### config.mk
export PLATFORM = sky130hd
export DESIGN_NAME = nmr_voter
export DESIGN_NICKNAME = d
export VERILOG_FILES = /design/src/rtl/nmr_vote_pkg.sv /design/src/rtl/word_match.sv /design/src/rtl/group_agree.sv /design/src/rtl/bit_majority.sv /design/src/rtl/nmr_voter.sv
export SDC_FILE = /design/constraint.sdc
export NUM_CORES = 1
export LEC_CHECK = 0
export ABC_AREA = 1
export CAP_MARGIN = 20
export CORE_MARGIN = 4
export CORE_UTILIZATION = 45
export DETAILED_ROUTE_END_ITERATION = 7
export DONT_BUFFER_PORTS = 1
export PLACE_DENSITY = 0.56
export SLEW_MARGIN = 0
export SYNTH_ARGS = -nofsm -noshare
export SYNTH_HDL_FRONTEND = slang
export SYNTH_HIERARCHICAL = 1
export SYNTH_SLANG_ARGS = --single-unit
### constraint.sdc
create_clock -name vclk -period 1.12
set_clock_uncertainty 0.2 [all_clocks]
set_input_delay 0.056 -clock vclk [all_inputs]
set_output_delay 0.056 -clock vclk [all_outputs]
set_load 0.05 [all_outputs]
### src/rtl/nmr_vote_pkg.sv
package nmr_vote_pkg;

  // number of set bits in a selection mask
  function automatic int ones(input int unsigned v);
    int c;
    c = 0;
    for (int i = 0; i < 32; i++) c += int'(v[i]);
    return c;
  endfunction

  // index of the k-th set bit (counting from 0) of a selection mask
  function automatic int member(input int unsigned v, input int k);
    int seen;
    int idx;
    seen = 0;
    idx  = 0;
    for (int i = 0; i < 32; i++) begin
      if (v[i]) begin
        if (seen == k) idx = i;
        seen++;
      end
    end
    return idx;
  endfunction

endpackage

### src/rtl/word_match.sv
module word_match #(
  parameter int W = 8
) (
  input  logic [W-1:0] a,
  input  logic [W-1:0] b,
  output logic         same
);
  // per-bit equivalence, then AND across the word
  logic [W-1:0] bit_eq;
  assign bit_eq = a ~^ b;
  assign same   = &bit_eq;
endmodule

### src/rtl/group_agree.sv
module group_agree
  import nmr_vote_pkg::*;
#(
  parameter int N = 5
) (
  input  logic [N*N-1:0] pair_same,   // [i*N+j] valid for i<j
  output logic           any_group
);
  localparam int Q      = (N + 1) / 2;
  localparam int MASKS  = 1 << N;

  logic [MASKS-1:0] grp_ok;

  for (genvar m = 0; m < MASKS; m++) begin : g_mask
    if (ones(m) == Q) begin : g_sub
      logic [Q-2:0] links;
      for (genvar k = 0; k < Q - 1; k++) begin : g_link
        localparam int LO = member(m, k);
        localparam int HI = member(m, k + 1);
        assign links[k] = pair_same[LO*N + HI];
      end
      assign grp_ok[m] = &links;
    end else begin : g_none
      assign grp_ok[m] = 1'b0;
    end
  end

  assign any_group = |grp_ok;
endmodule

### src/rtl/bit_majority.sv
module bit_majority
  import nmr_vote_pkg::*;
#(
  parameter int N = 5,
  parameter int W = 8
) (
  input  logic [N*W-1:0] rep_words,
  output logic [W-1:0]   voted
);
  localparam int Q     = (N + 1) / 2;
  localparam int MASKS = 1 << N;

  for (genvar b = 0; b < W; b++) begin : g_bit
    logic [N-1:0] column;
    for (genvar k = 0; k < N; k++) begin : g_col
      assign column[k] = rep_words[k*W + b];
    end
    // OR of all Q-sized products of this column
    always_comb begin
      voted[b] = 1'b0;
      for (int m = 0; m < MASKS; m++) begin
        if (ones(unsigned'(m)) == Q && ((column & N'(m)) == N'(m)))
          voted[b] = 1'b1;
      end
    end
  end
endmodule

### src/rtl/nmr_voter.sv
module nmr_voter #(
  parameter int N = 5,
  parameter int W = 8
) (
  input  logic [N*W-1:0] rep_words,
  output logic [W-1:0]   voted,
  output logic           untrusted
);

  if ((N % 2) == 0 || N < 3 || N > 9) begin : g_bad_n
    $error("nmr_voter: N must be odd and within 3..9");
  end

  logic [N*N-1:0] pair_same;
  logic           any_group;

  for (genvar i = 0; i < N; i++) begin : g_row
    for (genvar j = 0; j < N; j++) begin : g_col
      if (i < j) begin : g_cmp
        word_match #(.W(W)) u_match (
          .a    (rep_words[i*W +: W]),
          .b    (rep_words[j*W +: W]),
          .same (pair_same[i*N + j])
        );
      end else begin : g_off
        assign pair_same[i*N + j] = 1'b0;
      end
    end
  end

  group_agree #(.N(N)) u_groups (
    .pair_same (pair_same),
    .any_group (any_group)
  );

  bit_majority #(.N(N), .W(W)) u_vote (
    .rep_words (rep_words),
    .voted     (voted)
  );

  assign untrusted = ~any_group;
endmodule

# Word level (Yosys, flattened, before mapping)
# Index checks and enable logic that the tools add are counted.
# classes
eq_ne	80
n_reduce_logical	11
bitwise_logic	10
mux	80
# op_table
op	n
== test 3 bit (second input constant)	80
AND reduction 16 bit	10
two-way mux 1 bit	80
bitwise XNOR 8 bit	9
OR reduction 10 bit	1
NOT 1 bit	1
# totals
in_bits	40
word_cells	181
register_bits	0

# Depth between registers and ports, before layout
# Gate-level depths: netlist of the first run.
# depth
word_depth	11
mapped_depth	11
ltp_nobuf	11

# Cells and area by module
# The synthesis of the first run kept the hierarchy.
# modules_own_cells
mod	cells_each	instances	area_per_inst_um2
word_match	44	10	165.2
bit_majority	116	1	484.2
group_agree	15	1	56.3
nmr_voter	2	1	7.5

# Least setup slack after synthesis of the first run
# OpenSTA, ideal clock, no wires.
# synth_path
path_kind	input-to-output
from	input rep_words[21]
to	output untrusted
t_arrival_ps	902
path_buffers	0
path_slack_ps	-38
cell_stages	11
path_cell_list	nand2_1 inv_1 nor2_1 nor2_1 nand2_1 nor2_1 nor2_1 nor2_1 nor2_1 nand2_1 inv_1
# synth_between
elab_chain_cells	4
# synth_rtl
item	line_no	source
start: declaration	nmr_voter.sv:5	input logic [N*W-1:0] rep_words,
bitwise XNOR 8 bit	word_match.sv:10	assign bit_eq = a ~^ b;
AND reduction 16 bit	group_agree.sv:22	assign grp_ok[m] = &links;
OR reduction 10 bit *	group_agree.sv:28	assign any_group = |grp_ok;
named net any_group	nmr_voter.sv:15	logic any_group;
NOT 1 bit *	nmr_voter.sv:41	assign untrusted = ~any_group;
end: declaration	nmr_voter.sv:7	output logic untrusted
# Mark *: on every way through the listed nets, which the timed path passes. The rest lies on a longest branch.

# Worst setup path in the final report of the first run
# layout_path
from	input rep_words[24]
to	output untrusted
# Same word-level chain as after synthesis.

==> key figures, run 1 <==
Pwr
  – Leak: 1.771 nW
  – VDD IR-drop max: 178.1 uV
  – Power, Total: 696.8 uW
  – PwrDens: 309.9 nW/um^2

Worst setup path
  – Worst setup SP type: input pin
  – CP max stage cell: buf_12
  – Crit-path max FO: 10
  – Critical path cell sequence: nor2_1 -> nor2_1 -> nor2_1 -> nand2_1 -> nor2_2 -> nor2_1 -> nor2_1 -> nor2_1 -> nand2_1 -> inv_2 -> buf_12
  – CP arrival: 0.99 ns
  – Critical Path RT: 0.86 ns
  – Bufs and invs on worst path: 2
  – Setup CP Type: in -> out
  – Worst Setup End Kind: output port
  – Crit path largest cell delay: 0.14 ns
  – CP top delay family: simple AND/OR/NAND/NOR gates
  – Worst Setup SP: rep_words[24]
  – Most frequent CP cell: nor2_1

Placement
  – Routability Congestion: 0.7947
  – I/O Buffers: 0
  – DP HPWL: 3.944 mm
  – DP Cell Count: 589
  – DP Worst Slack: -0.1921 ns

Timing
  – Worst hold slack: 0.1969 ns
  – Slew margin rel.: 0.8952
  – RSZ-0062 raised after global routing: yes
  – Crit path time final: 1.244 ns
  – Slew Viols, Final: 0
  – Period utilisation layout: 1.111
  – Hold Fails Final Rpt: 0
  – Max Freq: 803.6 MHz
  – Endpoints failing setup: 1
  – Final setup margin: -0.1245 ns
  – Actual slew at the worst max-slew pin: 0.1566 ns
  – TNS Setup: -0.1245 ns

Finish
  – Most frequent cells in the layout: nand2_1 (229), inv_1 (149), nor2_1 (95)
  – Footprint of the multi-input gates: 1533 um^2
  – Seq Cell Count: 0
  – Final nets: 579
  – Reg area: 0 um^2
  – Commonest non-fill, non-tap cell in the layout: nand2_1
  – FILL cells: 530
  – Area growth, synth to finish: 10.72%
  – Clock buf count: 0
  – # diodes: 0
  – Final Non-Filler Cells: 589
  – Share of cells above drive strength 1: 0.08007

Clocking
  – Setup bufs post-CTS: 0
  – Cts hold-fix bufs: 0

GRT
  – First-pass GRT wire length: 7.831 mm
  – M2 GR Usage: 0.2756
  – Met3 Track Usage GR: 0.01202
  – Initial antenna violation count: 0
  – Largest net degree at the start of global routing: 11
  – Congestion Overflow GR: 0
  – Global route hottest layer: met2
  – Vias in the first global route: 1919
  – Tot GR Track Use: 0.1654
  – GRT met1 Usage: 0.2411

Hold path
  – Hold Path Class: in -> out
  – Hold wc startpoint: rep_words[32]

Run
  – MaxCap Viol Count: 0

Yosys
  – Syn_area_per_cell: 3.846 um^2
  – Cell count after synthesis: 528
  – Post-Syn Nets: 568
  – Netlist Area Pre-Place: 2031 um^2
  – Ys Warns: 6

Floorplan
  – Starting density of the core: 0.4664
  – Core area: 4354 um^2
  – Die area: 5651 um^2
  – IO Pins: 49
  – Die Width: 75.18 um
  – FP Rows: 24
  – Die Y: 75.18 um

Outcome
  – Status: complete, but fails checks
  – Failing checks: negative setup slack

Detailed routing
  – DR vias/cell: 4.248
  – DR DRC count: 0
  – TritonRoute pass-1 iters: 4
  – Post-DRT Antenna Nets: 0
  – Drt total wl: 4.786 mm
  – Vias: 2502
  – Routed wire per std cell: 8.126 um
  – Initial drt markers: 88
-- layout make-up --
type / count / area share
tap: 52 / 0.02894
timing repair buffer: 9 / 0.03561
inverter: 152 / 0.2538
multi-input combinational: 376 / 0.6817
-- routing by layer --
metal / vias to the layer above / part of all wire
met1: 979 / 0.50
met5: - / 0
li1: 1478 / -
met4: 0 / 0.010
met2: 41 / 0.45
met3: 4 / 0.044
-- worst paths after layout --
path / endpoint / slack, ns / depth (start not counted)
max: untrusted / -0.12 / 11
min: voted[0] / 0.20 / 3
-- repair_timing --
item	CTS	global route
endpoints found under the setup margin	1	1
pin swaps	10	34
gates resized for setup	5	25
gates cloned	0	0
-- power by group --
group | leakage [nW] | internal [mW] | switching, mW | total, mW
Combinational | 1.77 | 0.271 | 0.426 | 0.697
Sequential | 0 | 0 | 0 | 0
Clock | 0 | 0 | 0 | 0
-- metrics by stage --
step | util | instance area (um^2)
after floorplan | - | 2031
after global placement | 0.4997 | 2176
after detailed placement | 0.4997 | 2176
after CTS | 0.5026 | 2188
after global routing | 0.5164 | 2248
final | 0.5164 | 2248
Note: power is estimated with default switching activity, not from simulation.
==> run 2: changes to the inputs <==
- ABC_AREA: 1 -> unset
==> run 2 against run 1 <==
  * Via count decreased by 54%
  * Critical endpoint unchanged
  * Clock-buffer cell count unchanged
  * Sequential share of layout area unchanged
  * Synthesized area decreased by 44%
  * Worst setup slack better by 0.091 ns
  * Synthesized cell count is 70% lower
  * Die area is 40% lower
  * The run still ends with negative setup slack left
==> key figures, run 2 <==
Outcome
  – Status: complete, but fails checks (unchanged)
  – Failing checks: negative setup slack (unchanged)

Detailed routing
  – DR WL met2: 1.683 mm (was 2.136 mm)
  – M1 WL: 1.173 mm (was 2.387 mm)
  – Vias: 1144 (was 2502)
  – Drt total wl: 3.083 mm (was 4.786 mm)
  – Highest routed layer: met4 (unchanged)
  – Post-DRT Antenna Nets: 0 (unchanged)
  – Initial drt markers: 81 (was 88)
  – Routed wire per std cell: 16.31 um (was 8.126 um)
  – TritonRoute pass-1 iters: 4 (unchanged)
  – DR DRC count: 0 (unchanged)
  – DR vias/cell: 6.053 (was 4.248)
  – Metal3 WL: 182 um (was 212 um)

Timing
  – RSZ-0062 raised after global routing: yes (unchanged)
  – Slew margin rel.: 0.8078 (was 0.8952)
  – Period utilisation layout: 1.030 (was 1.111)
  – Final setup margin: -0.03320 ns (was -0.1245 ns)
  – Actual slew at the worst max-slew pin: 0.2888 ns (was 0.1566 ns)
  – Crit path time final: 1.153 ns (was 1.244 ns)
  – Hold Fails Final Rpt: 0 (unchanged)
  – Endpoints failing setup: 1 (unchanged)
  – Max Freq: 867.2 MHz (was 803.6 MHz)
  – Slew Viols, Final: 0 (unchanged)

Placement
  – DP HPWL: 2.513 mm (was 3.944 mm)
  – Cell Area, Placed: 1175 um^2 (was 2176 um^2)
  – DP Cell Count: 189 (was 589)
  – DP Worst Slack: -0.1160 ns (was -0.1921 ns)
  – I/O Buffers: 0 (unchanged)
  – Routability Congestion: 0.7923 (was 0.7947)

Worst setup path
  – Critical path depth in cells: 6 (was 11)
  – Worst Setup End Kind: output port (unchanged)
  – Bufs and invs on worst path: 1 (was 2)
  – Setup CP Type: in -> out (unchanged)
  – Crit-path max FO: 7 (was 10)
  – CP top delay family: simple AND/OR/NAND/NOR gates (unchanged)
  – Critical path cell sequence: xnor2_2 -> nand4_1 -> nor2_2 -> nor3_1 -> o211ai_1 -> inv_2 (was nor2_1 -> nor2_1 -> nor2_1 -> nand2_1 -> nor2_2 -> nor2_1 -> nor2_1 -> nor2_1 -> nand2_1 -> inv_2 -> buf_12)
  – Crit path largest cell delay: 0.20 ns (was 0.14 ns)
  – CP max stage cell: o211ai_1 (was buf_12)
  – CP arrival: 0.90 ns (was 0.99 ns)
  – Critical Path RT: 0.86 ns (about the same)
  – Worst setup SP type: input pin (unchanged)

Finish
  – Seq Cell Count: 0 (unchanged)
  – Post-route cell area: 1300 um^2 (was 2248 um^2)
  – Commonest non-fill, non-tap cell in the layout: xnor2_1 (was nand2_1)
  – Reg area: 0 um^2 (unchanged)
  – Most frequent cells in the layout: xnor2_1 (59), nor2_1 (23), nand4_1 (18) (was nand2_1 (229), inv_1 (149), nor2_1 (95))
  – Final Non-Filler Cells: 189 (was 589)
  – # diodes: 0 (unchanged)
  – Clock buf count: 0 (unchanged)
  – Final nets: 203 (was 579)
  – Fin util: 0.5607 (was 0.5164)
  – Share of cells above drive strength 1: 0.1491 (was 0.08007)
  – Area growth, synth to finish: 14.05% (was 10.72%)
  – FILL cells: 238 (was 530)

GRT
  – Vias in the first global route: 1162 (was 1919)
  – Initial antenna violation count: 0 (unchanged)
  – First-pass GRT wire length: 5.119 mm (was 7.831 mm)
  – Tot GR Track Use: 0.1836 (was 0.1654)
  – Largest net degree at the start of global routing: 9 (was 11)
  – Congestion Overflow GR: 0 (unchanged)

Pwr
  – Leak: 0.3467 nW (was 1.771 nW)
  – Power, Total: 555.2 uW (was 696.8 uW)
  – VDD IR-drop max: 296.8 uV (was 178.1 uV)
  – PwrDens: 427.1 nW/um^2 (was 309.9 nW/um^2)

Hold path
  – Worst Hold Depth: 1 (was 3)
  – Hold Path Class: in -> out (unchanged)

Floorplan
  – Die Width: 58.33 um (was 75.18 um)
  – Core area: 2318 um^2 (was 4354 um^2)
  – FP Rows: 17 (was 24)
  – IO Pins: 49 (unchanged)
  – Starting density of the core: 0.4916 (was 0.4664)
  – Die Y: 58.33 um (was 75.18 um)
  – Die area: 3402 um^2 (was 5651 um^2)

Yosys
  – Post-Syn Nets: 201 (was 568)
  – Netlist Area Pre-Place: 1140 um^2 (was 2031 um^2)
  – Cell count after synthesis: 161 (was 528)
  – Syn_area_per_cell: 7.080 um^2 (was 3.846 um^2)
  – Ys Warns: 6 (unchanged)

Clocking
  – Setup bufs post-CTS: 0 (unchanged)
  – Cts hold-fix bufs: 0 (unchanged)

Run
  – MaxCap Viol Count: 0 (unchanged)
==> run 2: timing repair <==
| item | 4_1_cts | 5_1_grt |
|---|---|---|
| resized for setup | 12 | 5 |
| endpoints found under the setup margin | 1 | 1 |
| pin swaps | 8 | 3 |
| cloned | 0 | 0 |
==> run 2: final timing paths <==
kind	startpoint	to	slack, ns
setup / recovery	rep_words[18]	untrusted	-0.03
hold / removal	rep_words[4]	voted[4]	0.25
==> run 2: report_power, final <==
part / internal (mW) / leakage (nW) / switching, mW
Clock: 0 / 0 / 0
Sequential: 0 / 0 / 0
Combinational: 0.297 / 0.347 / 0.258
==> run 2: cell type report <==
type | count | area [um^2] | share of cell area
multi-input combinational | 160 | 1261 | 0.9702
inverter | 1 | 3.754 | 0.002887
tap | 28 | 35.03 | 0.02695
==> run 2: through the flow <==
stage	setup TNS [ns]	hold slack, ns
after floorplan	0	0.2471
after global placement	-0.1019	0.2501
after detailed placement	-0.1160	0.2500
after CTS	-0.05429	0.2500
after global routing	-0.1328	0.2502
final	-0.03320	0.2490
==> run 2: metal layers <==
metal	vias to the layer above	track usage
met3	4	0.02412
met1	514	0.2216
met5	-	0
li1	594	-
met4	0	0.02649
met2	32	0.3477
==> run 3: changes to the inputs <==
- PLACE_DENSITY: 0.56 -> 0.73
- REMOVE_ABC_BUFFERS: unset -> 1
- clock period: 1.12 -> 1 ns (I/O delays scaled with it)
==> run 3 against run 2 <==
  * The run still ends with negative setup slack left
  * Sequential cell count did not move
  * Worst setup slack got worse by 0.16 ns
  * Clock-buffer cell count did not move
  * Hold slack got worse by 0.073 ns
  * Largest power group unchanged
==> key figures, run 3 (synthesis gave the netlist of run 2 again) <==
Floorplan
  – Die Width: 58.33 um (unchanged)
  – Core area: 2318 um^2 (unchanged)
  – Die area: 3402 um^2 (unchanged)
  – Starting density of the core: 0.4916 (unchanged)
  – Die Y: 58.33 um (unchanged)
  – IO Pins: 49 (unchanged)
  – FP Rows: 17 (unchanged)

Timing
  – Final setup margin: -0.1894 ns (was -0.03320 ns)
  – Slew margin rel.: 0.8063 (was 0.8078)
  – Slew Viols, Final: 0 (unchanged)
  – Max Freq: 840.8 MHz
  – Endpoints failing setup: 1 (unchanged)
  – Period utilisation layout: 1.189
  – Crit path time final: 1.189 ns
  – RSZ-0062 raised after global routing: yes (unchanged)
  – Actual slew at the worst max-slew pin: 0.2911 ns (was 0.2888 ns)
  – Hold Fails Final Rpt: 0 (unchanged)

Finish
  – Most frequent cells in the layout: xnor2_1 (54), nor2_1 (21), nand4_1 (18) (was xnor2_1 (59), nor2_1 (23), nand4_1 (18))
  – Post-route cell area: 1365 um^2 (was 1300 um^2)
  – Seq Cell Count: 0 (unchanged)
  – # diodes: 0 (unchanged)
  – Share of cells above drive strength 1: 0.2112 (was 0.1491)
  – Area growth, synth to finish: 19.76% (was 14.05%)
  – Clock buf count: 0 (unchanged)
  – Reg area: 0 um^2 (unchanged)
  – Final nets: 203 (unchanged)
  – Commonest non-fill, non-tap cell in the layout: xnor2_1 (unchanged)
  – Footprint of the multi-input gates: 1326 um^2 (was 1261 um^2)
  – FILL cells: 219 (was 238)

GRT
  – Tot GR Track Use: 0.1761 (was 0.1836)
  – First-pass GRT wire length: 4.947 mm (was 5.119 mm)
  – Initial antenna violation count: 0 (unchanged)
  – Largest net degree at the start of global routing: 9 (unchanged)
  – Congestion Overflow GR: 0 (unchanged)
  – Vias in the first global route: 1195 (was 1162)

Pwr
  – PwrDens: 477.0 nW/um^2 (was 427.1 nW/um^2)
  – VDD IR-drop max: 282.2 uV (was 296.8 uV)
  – Leak: 0.3823 nW (was 0.3467 nW)
  – Power, Total: 651.2 uW (was 555.2 uW)

Detailed routing
  – Routed wire per std cell: 16.79 um (was 16.31 um)
  – DR DRC count: 0 (unchanged)
  – DR vias/cell: 6.212 (was 6.053)
  – Drt total wl: 3.173 mm (was 3.083 mm)
  – Vias: 1174 (was 1144)
  – TritonRoute pass-1 iters: 4 (unchanged)
  – Post-DRT Antenna Nets: 0 (unchanged)
  – Initial drt markers: 57 (was 81)

Worst setup path
  – Crit-path max FO: 8 (was 7)
  – Worst setup SP type: input pin (unchanged)
  – Worst Setup End Kind: output port (unchanged)
  – Crit path largest cell delay: 0.20 ns (about the same)
  – CP max stage cell: o211ai_1 (unchanged)
  – Critical Path RT: 0.75 ns (was 0.86 ns)
  – CP arrival: 0.94 ns (was 0.90 ns)
  – Setup CP Type: in -> out (unchanged)
  – Critical path cell sequence: xnor2_2 -> nand4_1 -> nor2_2 -> a21oi_1 -> o211ai_1 -> inv_2 (was xnor2_2 -> nand4_1 -> nor2_2 -> nor3_1 -> o211ai_1 -> inv_2)

Hold path
  – Hold Path Class: in -> out (unchanged)

Placement
  – Cell Area, Placed: 1175 um^2 (unchanged)
  – Routability Congestion: 0.9062 (was 0.7923)
  – I/O Buffers: 0 (unchanged)
  – DP HPWL: 2.539 mm (was 2.513 mm)

Outcome
  – Status: complete, but fails checks (unchanged)
  – Failing checks: negative setup slack (unchanged)

Clocking
  – Setup bufs post-CTS: 0 (unchanged)
  – Cts hold-fix bufs: 0 (unchanged)

Run
  – MaxCap Viol Count: 0 (unchanged)
[run 3: metrics by stage]
step,util,setup TNS (ns),setup slack [ns],instances,hold WS (ns)
2_1_floorplan,-,-0.1300,-0.1300,161,0.2351
3_3_place_gp,0.5067,-0.2680,-0.2680,189,0.2384
3_5_place_dp,0.5067,-0.2739,-0.2739,189,0.2380
4_1_cts,0.5505,-0.1705,-0.1705,189,0.2381
5_1_grt,0.5888,-0.2333,-0.2333,189,0.1797
6_report,0.5888,-0.1894,-0.1894,189,0.1760
[run 3: power by group]
part / internal, mW / switching, mW / total [mW]
Combinational: 0.351 / 0.300 / 0.651
Clock: 0 / 0 / 0
Sequential: 0 / 0 / 0
Total: 0.351 / 0.300 / 0.651
[run 3: final timing paths]
| check | from | endpoint | slack (ns) | cells after the start |
|---|---|---|---|---|
| hold / removal | rep_words[1] | voted[1] | 0.18 | 1 |
| setup / recovery | rep_words[24] | untrusted | -0.19 | 6 |
[run 3: final cells by class]
type,count,area share
multi-input cells,160,0.9716
inverters,1,0.002750
well taps,28,0.02566
[run 3: repair_timing]
item / 4_1_cts / 5_1_grt
endpoints found under the setup margin: 1 / 7
cloned: 0 / 0
pin swaps: 9 / 17
resized for setup: 14 / 15
[run 3: worst max-delay path, delay by kind of cell]
kind / cells / cell delay [ns]
simple gates: 2 / 0.30
compound gates: 2 / 0.28
buf+inv: 1 / 0.16
xor+xnor: 1 / 0.14
[run 3: layer usage]
layer	track usage	share of wire	wire length [um]
met5	0	0	0
met3	0.03070	0.067	212
met1	0.1905	0.38	1203
met2	0.3525	0.54	1720
met4	0.02980	0.011	36
